`config.mk`:
```
export PLATFORM = sky130hd
export DESIGN_NAME = burst_col_seq
export DESIGN_NICKNAME = d
export VERILOG_FILES = /design/src/rtl/bcs_pkg.sv /design/src/rtl/bcs_order.sv /design/src/rtl/bcs_ctrl.sv /design/src/rtl/bcs_rdpipe.sv /design/src/rtl/burst_col_seq.sv
export SDC_FILE = /design/constraint.sdc
export NUM_CORES = 1
export LEC_CHECK = 0
export BUFFER_PORTS_ARGS = -buffer_cell sky130_fd_sc_hd__buf_2
export CAP_MARGIN = 20
export CORE_MARGIN = 3
export CORE_UTILIZATION = 41
export CTS_CLUSTER_SIZE = 14
export DETAILED_ROUTE_END_ITERATION = 10
export PLACE_DENSITY = 0.67
export SLEW_MARGIN = 20
export SYNTH_ARGS = -nofsm -noshare
export SYNTH_HDL_FRONTEND = slang
export SYNTH_SLANG_ARGS = --single-unit
```
`constraint.sdc`:
```
create_clock -name clk -period 1.6 [get_ports clk]
set_input_delay 0.08 -clock clk [delete_from_list [all_inputs] [get_ports clk]]
set_output_delay 0.08 -clock clk [all_outputs]
set_load 0.03 [all_outputs]
```
`src/rtl/bcs_pkg.sv`:
```
package bcs_pkg;

    localparam int BEAT_W = 3;

    typedef enum logic [1:0] {
        BLEN_2   = 2'd0,
        BLEN_4   = 2'd1,
        BLEN_8   = 2'd2,
        BLEN_RSV = 2'd3
    } blen_e;

    typedef struct packed {
        logic vld;
        logic half;
    } rd_ent_t;

    // Mask of the in-group address bits for a burst of 2**len_log beats.
    function automatic logic [BEAT_W-1:0] grp_mask(input logic [1:0] len_log);
        return (BEAT_W'(1) << len_log) - BEAT_W'(1);
    endfunction

endpackage

```
`src/rtl/bcs_order.sv`:
```
module bcs_order
    import bcs_pkg::*;
#(
    parameter int COL_W = 10
) (
    input  logic [COL_W-1:0]  base_i,
    input  logic [BEAT_W-1:0] beat_i,
    input  logic [1:0]        len_log_i,
    input  logic              itlv_i,
    output logic [COL_W-1:0]  col_o
);

    logic [BEAT_W-1:0] mask;
    logic [BEAT_W-1:0] lo;
    logic [BEAT_W-1:0] off;

    always_comb begin
        mask = grp_mask(len_log_i);
        lo   = base_i[BEAT_W-1:0];
        off  = itlv_i ? (lo ^ beat_i) : (lo + beat_i);
    end

    assign col_o[COL_W-1:BEAT_W] = base_i[COL_W-1:BEAT_W];

    for (genvar g = 0; g < BEAT_W; g++) begin : g_bit
        assign col_o[g] = mask[g] ? off[g] : lo[g];
    end

endmodule

```
`src/rtl/bcs_ctrl.sv`:
```
module bcs_ctrl
    import bcs_pkg::*;
#(
    parameter int COL_W     = 10,
    parameter int LAT_W     = 3,
    parameter int LAT_MIN_H = 4,
    parameter int LAT_MAX_H = 5
) (
    input  logic              clk,
    input  logic              rst_n,
    input  logic              start_i,
    input  logic [COL_W-1:0]  start_col_i,
    input  logic [1:0]        blen_i,
    input  logic              itlv_i,
    input  logic              rd_i,
    input  logic [LAT_W-1:0]  lat_i,
    output logic              active_o,
    output logic [BEAT_W-1:0] beat_o,
    output logic [1:0]        len_log_o,
    output logic [COL_W-1:0]  base_o,
    output logic              itlv_o,
    output logic              last_o,
    output logic              push_o,
    output logic [LAT_W-1:0]  lat_o,
    output logic              lat_err_o
);

    typedef struct packed {
        logic              active;
        logic [BEAT_W-1:0] beat;
        logic [1:0]        len_log;
        logic [COL_W-1:0]  base;
        logic              itlv;
        logic              rd;
        logic [LAT_W-1:0]  lat;
        logic              err;
    } st_t;

    st_t  st_d, st_q;
    logic accept;
    logic lat_ok;
    logic is_last;

    always_comb begin
        st_d    = st_q;
        is_last = st_q.active && (st_q.beat == grp_mask(st_q.len_log));
        lat_ok  = (lat_i >= LAT_W'(LAT_MIN_H)) && (lat_i <= LAT_W'(LAT_MAX_H));
        accept  = start_i && (blen_i != BLEN_RSV) && (!st_q.active || is_last);

        if (accept) begin
            st_d.active  = 1'b1;
            st_d.beat    = '0;
            st_d.len_log = blen_i + 2'd1;
            st_d.base    = start_col_i;
            st_d.itlv    = itlv_i;
            st_d.rd      = rd_i;
            st_d.lat     = lat_i;
            st_d.err     = rd_i && !lat_ok;
        end else if (st_q.active) begin
            if (is_last) begin
                st_d.active = 1'b0;
            end else begin
                st_d.beat = st_q.beat + BEAT_W'(1);
            end
        end
    end

    always_ff @(posedge clk) begin
        if (!rst_n) begin
            st_q <= '0;
        end else begin
            st_q <= st_d;
        end
    end

    assign active_o  = st_q.active;
    assign beat_o    = st_q.beat;
    assign len_log_o = st_q.len_log;
    assign base_o    = st_q.base;
    assign itlv_o    = st_q.itlv;
    assign last_o    = is_last;
    assign push_o    = st_q.active && st_q.rd && !st_q.err;
    assign lat_o     = st_q.lat;
    assign lat_err_o = st_q.err;

    AST_MID_BURST_HOLD: assert property (@(posedge clk) disable iff (!rst_n)
        (active_o && !last_o) |=> (active_o && beat_o == $past(beat_o) + BEAT_W'(1)));

    AST_LAST_CLOSES: assert property (@(posedge clk) disable iff (!rst_n)
        (last_o && !start_i) |=> !active_o);

    AST_RSV_LEN_IDLE: assert property (@(posedge clk) disable iff (!rst_n)
        (!active_o && start_i && blen_i == BLEN_RSV) |=> !active_o);

    AST_WRITE_NO_ERR: assert property (@(posedge clk) disable iff (!rst_n)
        (start_i && !rd_i && blen_i != BLEN_RSV && (!active_o || last_o)) |=> !lat_err_o);

endmodule

```
`src/rtl/bcs_rdpipe.sv`:
```
module bcs_rdpipe
    import bcs_pkg::*;
#(
    parameter int LAT_W     = 3,
    parameter int LAT_MIN_H = 4,
    parameter int LAT_MAX_H = 5
) (
    input  logic             clk,
    input  logic             rst_n,
    input  logic             push_i,
    input  logic [LAT_W-1:0] lat_i,
    output logic             rd_vld_o,
    output logic             rd_half_o
);

    // Stages needed for the largest whole-cycle part of the latency.
    localparam int N = LAT_MAX_H / 2;

    typedef struct packed {
        rd_ent_t [N-1:0] ent;
    } pst_t;

    pst_t st_d, st_q;
    int   slot;

    // A strobe enters at the stage from which it needs exactly the
    // whole-cycle part of the latency to reach the output stage.
    always_comb begin
        slot      = N - int'(lat_i >> 1);
        st_d.ent[0] = '0;
        for (int i = 1; i < N; i++) begin
            st_d.ent[i] = st_q.ent[i-1];
        end
        for (int i = 0; i < N; i++) begin
            if (push_i && slot == i) begin
                st_d.ent[i].vld  = 1'b1;
                st_d.ent[i].half = lat_i[0];
            end
        end
    end

    always_ff @(posedge clk) begin
        if (!rst_n) begin
            st_q <= '0;
        end else begin
            st_q <= st_d;
        end
    end

    assign rd_vld_o  = st_q.ent[N-1].vld;
    assign rd_half_o = st_q.ent[N-1].half;

    AST_PUSH_LAT_LEGAL: assert property (@(posedge clk) disable iff (!rst_n)
        push_i |-> (lat_i >= LAT_W'(LAT_MIN_H) && lat_i <= LAT_W'(LAT_MAX_H)));

endmodule

```
`src/rtl/burst_col_seq.sv`:
```
module burst_col_seq
    import bcs_pkg::*;
#(
    parameter int COL_W     = 10,
    parameter int LAT_W     = 3,
    parameter int LAT_MIN_H = 4,
    parameter int LAT_MAX_H = 5
) (
    input  logic             clk,
    input  logic             rst_n,
    input  logic             start_i,
    input  logic [COL_W-1:0] start_col_i,
    input  logic [1:0]       blen_i,
    input  logic             itlv_i,
    input  logic             rd_i,
    input  logic [LAT_W-1:0] lat_i,
    output logic [COL_W-1:0] col_o,
    output logic             col_vld_o,
    output logic             last_o,
    output logic             rd_vld_o,
    output logic             rd_half_o,
    output logic             lat_err_o
);

    logic              active;
    logic [BEAT_W-1:0] beat;
    logic [1:0]        len_log;
    logic [COL_W-1:0]  base;
    logic              itlv;
    logic              push;
    logic [LAT_W-1:0]  lat;

    bcs_ctrl #(
        .COL_W     (COL_W),
        .LAT_W     (LAT_W),
        .LAT_MIN_H (LAT_MIN_H),
        .LAT_MAX_H (LAT_MAX_H)
    ) ctrl_i (
        .clk         (clk),
        .rst_n       (rst_n),
        .start_i     (start_i),
        .start_col_i (start_col_i),
        .blen_i      (blen_i),
        .itlv_i      (itlv_i),
        .rd_i        (rd_i),
        .lat_i       (lat_i),
        .active_o    (active),
        .beat_o      (beat),
        .len_log_o   (len_log),
        .base_o      (base),
        .itlv_o      (itlv),
        .last_o      (last_o),
        .push_o      (push),
        .lat_o       (lat),
        .lat_err_o   (lat_err_o)
    );

    bcs_order #(
        .COL_W (COL_W)
    ) order_i (
        .base_i    (base),
        .beat_i    (beat),
        .len_log_i (len_log),
        .itlv_i    (itlv),
        .col_o     (col_o)
    );

    bcs_rdpipe #(
        .LAT_W     (LAT_W),
        .LAT_MIN_H (LAT_MIN_H),
        .LAT_MAX_H (LAT_MAX_H)
    ) rdpipe_i (
        .clk       (clk),
        .rst_n     (rst_n),
        .push_i    (push),
        .lat_i     (lat),
        .rd_vld_o  (rd_vld_o),
        .rd_half_o (rd_half_o)
    );

    assign col_vld_o = active;

    AST_UPPER_FIXED: assert property (@(posedge clk) disable iff (!rst_n)
        col_vld_o |-> (col_o[COL_W-1:BEAT_W] == base[COL_W-1:BEAT_W]));

endmodule

```
# Word level (Yosys, flattened, before mapping)
# Index checks and enable logic that the tools add are counted.
dict set report totals {
  word_cells 53
  in_bits 20
  output_inout_bits 15
  regBits 26
}
dict set report classes {
  n_shift 1
  mux 10
  order_cmp 2
  n_addsub 5
  eq_ne 3
  bitwise_logic 3
  reduce_logical 17
}
# op count
set ops {}
lappend ops {{$eq 32x2->1 const B} 1}
lappend ops {{$logic_not 32->1} 1}
lappend ops {{$logic_and 1x1->1} 9}
lappend ops {{$mux 4} 2}
lappend ops {{$mux 3} 2}
lappend ops {{$mux 1} 4}
lappend ops {{$mux 2} 2}
lappend ops {{$reduce_and 2->1} 2}
lappend ops {{$add 3x1->3 const B} 1}
lappend ops {{$add 3x3->3} 1}
lappend ops {{$eq 3x3->1} 1}
lappend ops {{$ge 3x3->1 const B} 1}
lappend ops {{$le 3x3->1 const B} 1}
lappend ops {{$logic_not 1->1} 3}
lappend ops {{$shl 1x2->3 const A} 1}
lappend ops {{$sub 2x2->3 const A} 1}
lappend ops {{$sub 3x2->3 const B} 1}
lappend ops {{$xor 3x3->3} 1}
lappend ops {{$add 2x1->2 const B} 1}
lappend ops {{$ne 2x2->1 const B} 1}
lappend ops {{$not 1->1} 2}
lappend ops {{$reduce_or 2->1} 1}
lappend ops {{$logic_or 1x1->1} 1}

# Longest topological paths before layout
# Gate-level depths: netlist (run 1).
dict set report logic_depth {
  depth_word 7
  mapped_depth 7
  mapped_depth_nobuf 6
}

# Cells and area by module
# Synthesis (run 1) repeated with hierarchy kept, for this count alone.
dict set report unflattened {
  cells_unflattened 168
  area_unflattened_um2 1507.7
}
# mod n_inst cells_per_inst seq_area_each_um2 area_each_um2
set modules_own_cells {}
lappend modules_own_cells {bcs_ctrl 1 134 440.4 1206.2}
lappend modules_own_cells {bcs_order 1 23 0.0 171.4}
lappend modules_own_cells {bcs_rdpipe 1 11 80.1 130.1}

# Worst setup path before layout (run 1)
# Ideal clock, no wire load.
dict set report synth_timing {
  path_type {flip-flop to output port}
  from {register ctrl_i.st_q (netlist bit ctrl_i.beat_o[0])}
  to {output port col_o[2]}
  path_buffers 0
  required_time_ns 1.520
  setup_slack_ns -0.256
  arrival_time_ns 1.776
  stages_incl_launch_ff 7
  path_cell_list {dfxtp_1 ha_1 fa_1 nand2b_1 xnor2_1 nand3_1 xnor2_1}
}
dict set report synth_between {
  elab_chain_cells 3
}
# item line
set synth_rtl {}
lappend synth_rtl {{from (decl)} bcs_ctrl.sv:39} ;# st_t st_d, st_q;
lappend synth_rtl {{from (signal assigned)} bcs_ctrl.sv:72} ;# st_q <= st_d;
lappend synth_rtl {{$add 3x3->3} bcs_order.sv:20} ;# off = itlv_i ? (lo ^ beat_i) : (lo + beat_i);
lappend synth_rtl {{$mux 3} bcs_order.sv:20}
lappend synth_rtl {{$mux 1} bcs_order.sv:26} ;# assign col_o[g] = mask[g] ? off[g] : lo[g];
lappend synth_rtl {{to (decl)} burst_col_seq.sv:17} ;# output logic [COL_W-1:0] col_o,
# Every way passes these cells.

# Worst setup path after layout (run 1)
# Ends and elaborated chain as after synthesis.

==> run metrics, run 1 <==
fin util=59.4%; # diodes=0; Reg2Reg Depth=7; Worst Path Buf+Inv=1; delay-heaviest family, CP=adder cells; synthesized netlist cell count=142; Avg Inst Size Synth=9.37 sq um; largest family of logic cells by synthesized area=simple AND/OR/NAND/NOR gates; Max stage delay on crit path=approximately 360 ps; Slew @ Worst Pin=352 ps; gpl congestion=0.749; Compound-Gate Fraction of Synth Area=8.47%; antenna violations before repair=0; Post-Synth XOR/XNOR Area=1.98%; Multi-input gate area=773 sq um; Worst slew margin=76.5%; worst-path cell chain=ha_4 -> fa_2 -> nand2b_1 -> xnor2_1 -> nand3_1 -> xnor2_2 -> buf_6; RSZ-0062 raised after global routing=true; final hold vios=0; multiplexer share of the synthesized area=15.9%; Num CTS Buffers=3; Horiz. Die Dim=~63 um; synthesized flop and latch total=26; ys async rst share=0%; Placed Cells=~220; Hold/Removal Path Class=in2reg; # setup viols final=20; synth warn=0; num ports=35; detailed-route via count=1,105; Avg WL per Cell=11.9 um; Period minus WS final=1860 ps; initial core utilization=43.2%; critical path class=reg2out; DRT Pass-1 Iters=4; Post-Synth Simple-Gate Area=20.5%; Final ANT Viol Nets=0; Clock Path Buffers=2; Die Ht=63.0 um; Critical Path End Type=output port; Critical Path Stages=7; min setup slack post-route=-259 ps; Via density=4.70; synth top area cells=dfxtp_1, mux2i_1, nand2_1; Peak Freq=approximately 540 MHz; fillers=276; largest net degree at the start of global routing=17; Synth top area share=approximately two fifths; P&R area growth vs syn=37.5%; adder-cell share of the synthesized area=5.27%; Root Driver=clkbuf_4; CP arrival=roughly 1800 ps; total global-route track usage=14.2%; failing checks=setup timing; pins over their slew limit=0; crit share post-route=116%; TritonCTS clock tree=yes; number of synthesized flops with an enable pin=0; non-filler cells in the finished layout=235; Seq/Total Area, Yosys=about two fifths; Port Buffers=34; clk_skew=1.77 ps; clock slew at reported path FFs=130 ps; Placed Area=about 1500 sq um; DP Worst Slack=-32.0 ps; # DRC=0; DIE AREA=roughly 4000 sq um; final net count=218; row cnt=20; dominant synthesized flop cell=dfxtp_1; Slowest-stage cell, CP=dfxtp_2; cell depth of the worst hold path=3; Worst-Skew Late Latency=slightly above 300 ps; layout cells sized above 1=between 30% and 40%; Pleak=~0.87 nW; library cells used by synthesis=35; PwrDens=710 nW/um^2; VDD IR max=approximately 0.38 mV; startpoint types=register; Mapped Area=about 1300 sq um; cell area after layout=1830 sq um; crit-path max FO=2; number of global-route vias before repair=1,080; top cell type by total area after synthesis=dfxtp_1; total congestion overflow=0; Worst EP required=1520 ps; post-synthesis net count=167; area of the core=3080 sq um; status=finished, violations left; Storage cell area=~530 sq um; max-cap viol count=0; CTS sink cnt=26; Final HPWL DP=approximately 2000 um; H-tree Lvls=1; Initial DRC Count=21; first-pass GRT wire length=4590 um; final wirelength=roughly 2800 um
-- repair_timing --
action                                  in CTS  in global routing
endpoints found under the setup margin      20                 23
endpoints found under the hold margin       11                  0
buffers inserted                             1                  5
resized for setup                            9                 22
pin swaps                                    4                  9
hold buffers                                11                  0
cloned                                       0                  0
-- path summary, 6_finish.rpt --
path | to | slack [ps] | startpoint
max reg2reg | ctrl_i.base_o[1] | -130 | ctrl_i.beat_o[1]
min reg2reg | rdpipe_i.rd_vld_o | 460 | rdpipe_i.st_q[1]
min | ctrl_i.lat_o[1] | 8 | lat_i[1]
max | col_o[2] | -260 | ctrl_i.beat_o[0]
-- placed cells by master (no fill, tap or decap), types with 2 or more instances in the layout --
cell type       n
and2_1          2
buf_2          30
buf_4          15
buf_6           4
clkbuf_4        3
dfxtp_1        20
dfxtp_2         4
dfxtp_4         2
dlygate4sd3_1  11
ha_1            3
inv_1           2
mux2i_1        19
nand2_1        36
nand2b_1        3
nand3_1         2
nand3b_1        2
nor2_1          4
nor3_1          2
o211ai_1        2
-- power breakdown --
group	leakage [nW]	internal [mW]	switching (mW)
combinational	0.636	0.155	0.163
sequential	0.216	0.681	0.0303
clock	0.0138	0.0882	0.181
-- registers in the layout (all words and copies together) (netlist names) --
signal	count
rdpipe_i.rd_half_o	1
rdpipe_i.st_q	2
ctrl_i.itlv_o	1
rdpipe_i.rd_vld_o	1
ctrl_i.len_log_o	2
ctrl_i.active_o	1
ctrl_i.lat_err_o	1
ctrl_i.lat_o	3
ctrl_i.base_o	10
ctrl_i.beat_o	3
ctrl_i.st_q	1
-- metal layers --
| metal | GRT usage (%) | vias up | share of wire, % |
|---|---|---|---|
| li1 | - | 564 | - |
| met3 | 2.88 | 4 | 4.5 |
| met2 | 23.7 | 27 | 51 |
| met5 | 0 | - | 0 |
| met4 | 5.79 | 0 | 1.4 |
| met1 | 17.7 | 510 | 43 |
-- through the flow --
stage	TNS [ps]	hold slack, ps	power [mW]
6_report	-2620	8.31	1.30
5_1_grt	-4110	-0.211	1.37
4_1_cts	-627	0.749	1.29
3_5_place_dp	-32.0	333	0.988
3_3_place_gp	0	324	0.978
2_1_floorplan	-95.0	219	0.922
-- Yosys cell counts, types with 2 or more instances --
library cell	n
nor2_1	5
clkbuf_1	4
xnor2_1	2
nor3_1	2
nand2b_1	3
buf_2	2
mux2i_1	20
inv_1	2
and2_1	2
nand3b_1	2
o211ai_1	2
ha_1	4
nand2_1	36
dfxtp_1	26
buf_4	7
nand3_1	2
a21oi_1	2
o21ai_0	2
-- area by class of cell --
class / count / area share [%]
Tap cell: 44 / 3.01
Clock buffer: 3 / 1.23
Timing Repair Buffer: 61 / 23.9
Inverter: 2 / 0.410
Sequential cell: 26 / 29.1
Multi-Input combinational cell: 99 / 42.3
-- worst reg2reg max path, delay by kind of cell, from the launching register on --
| kind | cells | cell delay, ps |
|---|---|---|
| buf+inv | 3 | 460 |
| flops | 1 | 390 |
| mux | 1 | 130 |
| simple gates | 1 | 240 |
| compound gates | 2 | 430 |
-- cell families (layout without fill, tap and decap cells) --
family | count (synthesis) | in the layout
XOR/XNOR | 3 | 3
adder cells (fa/ha/maj) | 5 | 5
buffers and inverters | 17 | 66
multiplexers | 21 | 21
AO/OA/AOI/OAI | 12 | 12
AND/OR/NAND/NOR | 58 | 58
flip-flops | 26 | 26
(Power assumes the default switching activity.)
==> run 2, diff against run 1 <==
Settings changed: PLACE_DENSITY 0.67 to 0.65, REMOVE_ABC_BUFFERS from default to 1.
Clock period 1.6 ns to 1.9 ns, I/O delays scaled along.
==> run metrics, run 2 (synthesized netlist as in run 1, its figures left out) <==
status=completed; critical path class=reg2out; Storage cell area=524 sq um; GR Layer Usage met1=16.7%; largest net degree at the start of global routing=19; commonest non-fill, non-tap cells in the layout=nand2_1, buf_2, dfxtp_1; P&R area growth vs syn=24.8%; pins over their slew limit=0; Worst-Skew Late Latency=310 ps; layout cells sized above 1=a little under a third; clk_skew=7.02 ps; gpl congestion=0.746; Max stage delay on crit path=roughly 360 ps; final wirelength=2510 um; Critical Path End Type=output port; first-pass GRT wire length=4530 um; met3 Usage GRT=2.34%; antenna violations before repair=0; Horiz. Die Dim=63.0 um; Peak Freq=529 MHz; # diodes=0; num ports=35; worst-path cell chain=ha_4 -> fa_2 -> nand2b_1 -> xnor2_1 -> nand3_1 -> xnor2_1 -> buf_4; Num CTS Buffers=3; DIE AREA=~4000 sq um; PwrDens=717 nW/um^2; Critical Path Stages=7; final net count=206; Initial DRC Count=29; Multi-input gate area=708 sq um; max reg flops=10; H-tree Lvls=1; Total Power=1.19 mW; Worst Path Buf+Inv=1; TritonCTS clock tree=yes; Hold/Removal Path Class=in2reg; fin util=53.9%; Worst EP required=between 1500 and 2000 ps; VDD IR max=between 0.3 and 0.4 mV; Root Driver=clkbuf_4; # DRC=0; Reg2Reg Depth=5; Die Ht=63.0 um; commonest non-fill, non-tap cell in the layout=nand2_1; startpoint types=register; initial core utilization=between 40% and 50%; cell depth of the worst hold path=3; # setup viols final=0; CTS sink cnt=26; M2 GR Usage=between 20% and 30%; row cnt=20; Final ANT Viol Nets=0; CP arrival=1800 ps; Pleak=0.792 nW; Slew @ Worst Pin=419 ps; total congestion overflow=0; crit share post-route=99.5%; number of global-route vias before repair=1,036; hold slack=18.2 ps; area of the core=3080 sq um; Final HPWL DP=between 1500 and 2000 um; Period minus WS final=1890 ps; Avg WL per Cell=between 10 and 15 um; delay-heaviest family, CP=adder cells; Worst slew margin=between 70% and 80%; clock slew at reported path FFs=140 ps; fillers=302; final hold vios=0; detailed-route via count=1,056; Slowest-stage cell, CP=dfxtp_2; DRT Pass-1 Iters=4; total global-route track usage=13.9%; RSZ-0062 raised after global routing=true; max-cap viol count=0; Clock Path Buffers=2; crit-path max FO=2; critical path's most frequent cell=xnor2_1; GR peak layer=met2; Port Buffers=34; Via density=~4.7
## run 2: path summary, 6_finish.rpt
| kind | end | slack, ps | startpoint |
|---|---|---|---|
| worst min register to register | rdpipe_i.rd_vld_o | 460 | rdpipe_i.st_q[1] |
| worst min-delay path | ctrl_i.base_o[8] | 20 | start_col_i[8] |
| worst max-delay path | col_o[2] | 10 | ctrl_i.base_o[0] |
| worst max register to register | ctrl_i.itlv_o | 270 | ctrl_i.len_log_o[0] |
## run 2: per-stage QoR
step	std cells	area, sq um	TNS [ps]	setup slack [ps]
after global routing	224	1660	-127	-127
after global placement	209	1480	0	281
after floorplan	127	1220	0	18.8
after detailed placement	209	1480	0	254
final	224	1660	0	9.99
after CTS	224	1660	-33.7	-33.7
## run 2: final cells by class
cell class	instances	share of cell area [%]
clock buffers	3	1.36
clock inverters	1	1.81
inverters	2	0.452
multi-input cells	99	42.7
flip-flops and latches	26	31.6
well taps	44	3.32
repair buffers	49	18.8
## run 2: routing by layer
metal	wire length [um]	share of wire [%]	vias to the layer above
met2	1220	49	26
met4	12	0.48	0
met5	0	0	-
li1	-	-	544
met3	131	5.2	2
met1	1140	46	484
## run 2: worst reg2reg max path: cells and delay by family (launching register included)
kind / cells / cell delay, ps
multiplexers: 1 / 240
flip-flops: 1 / 550
AO/OA/AOI/OAI: 2 / 260
XOR/XNOR: 1 / 210
buffers and inverters: 1 / 310
## run 2: repair_timing
| action | 4_1_cts | 5_1_grt |
|---|---|---|
| resized for setup | 6 | 3 |
| setup endpoints to repair | 2 | 2 |
| setup buffers | 1 | 0 |
| hold buffers | 10 | 0 |
| pin swaps | 3 | 1 |
| endpoints found under the hold margin | 10 | 0 |
## run 2: power breakdown
part	switching, mW	total (mW)	internal [mW]
Sequential	0.0287	0.604	0.575
Clock	0.153	0.366	0.213
Combinational	0.120	0.221	0.101
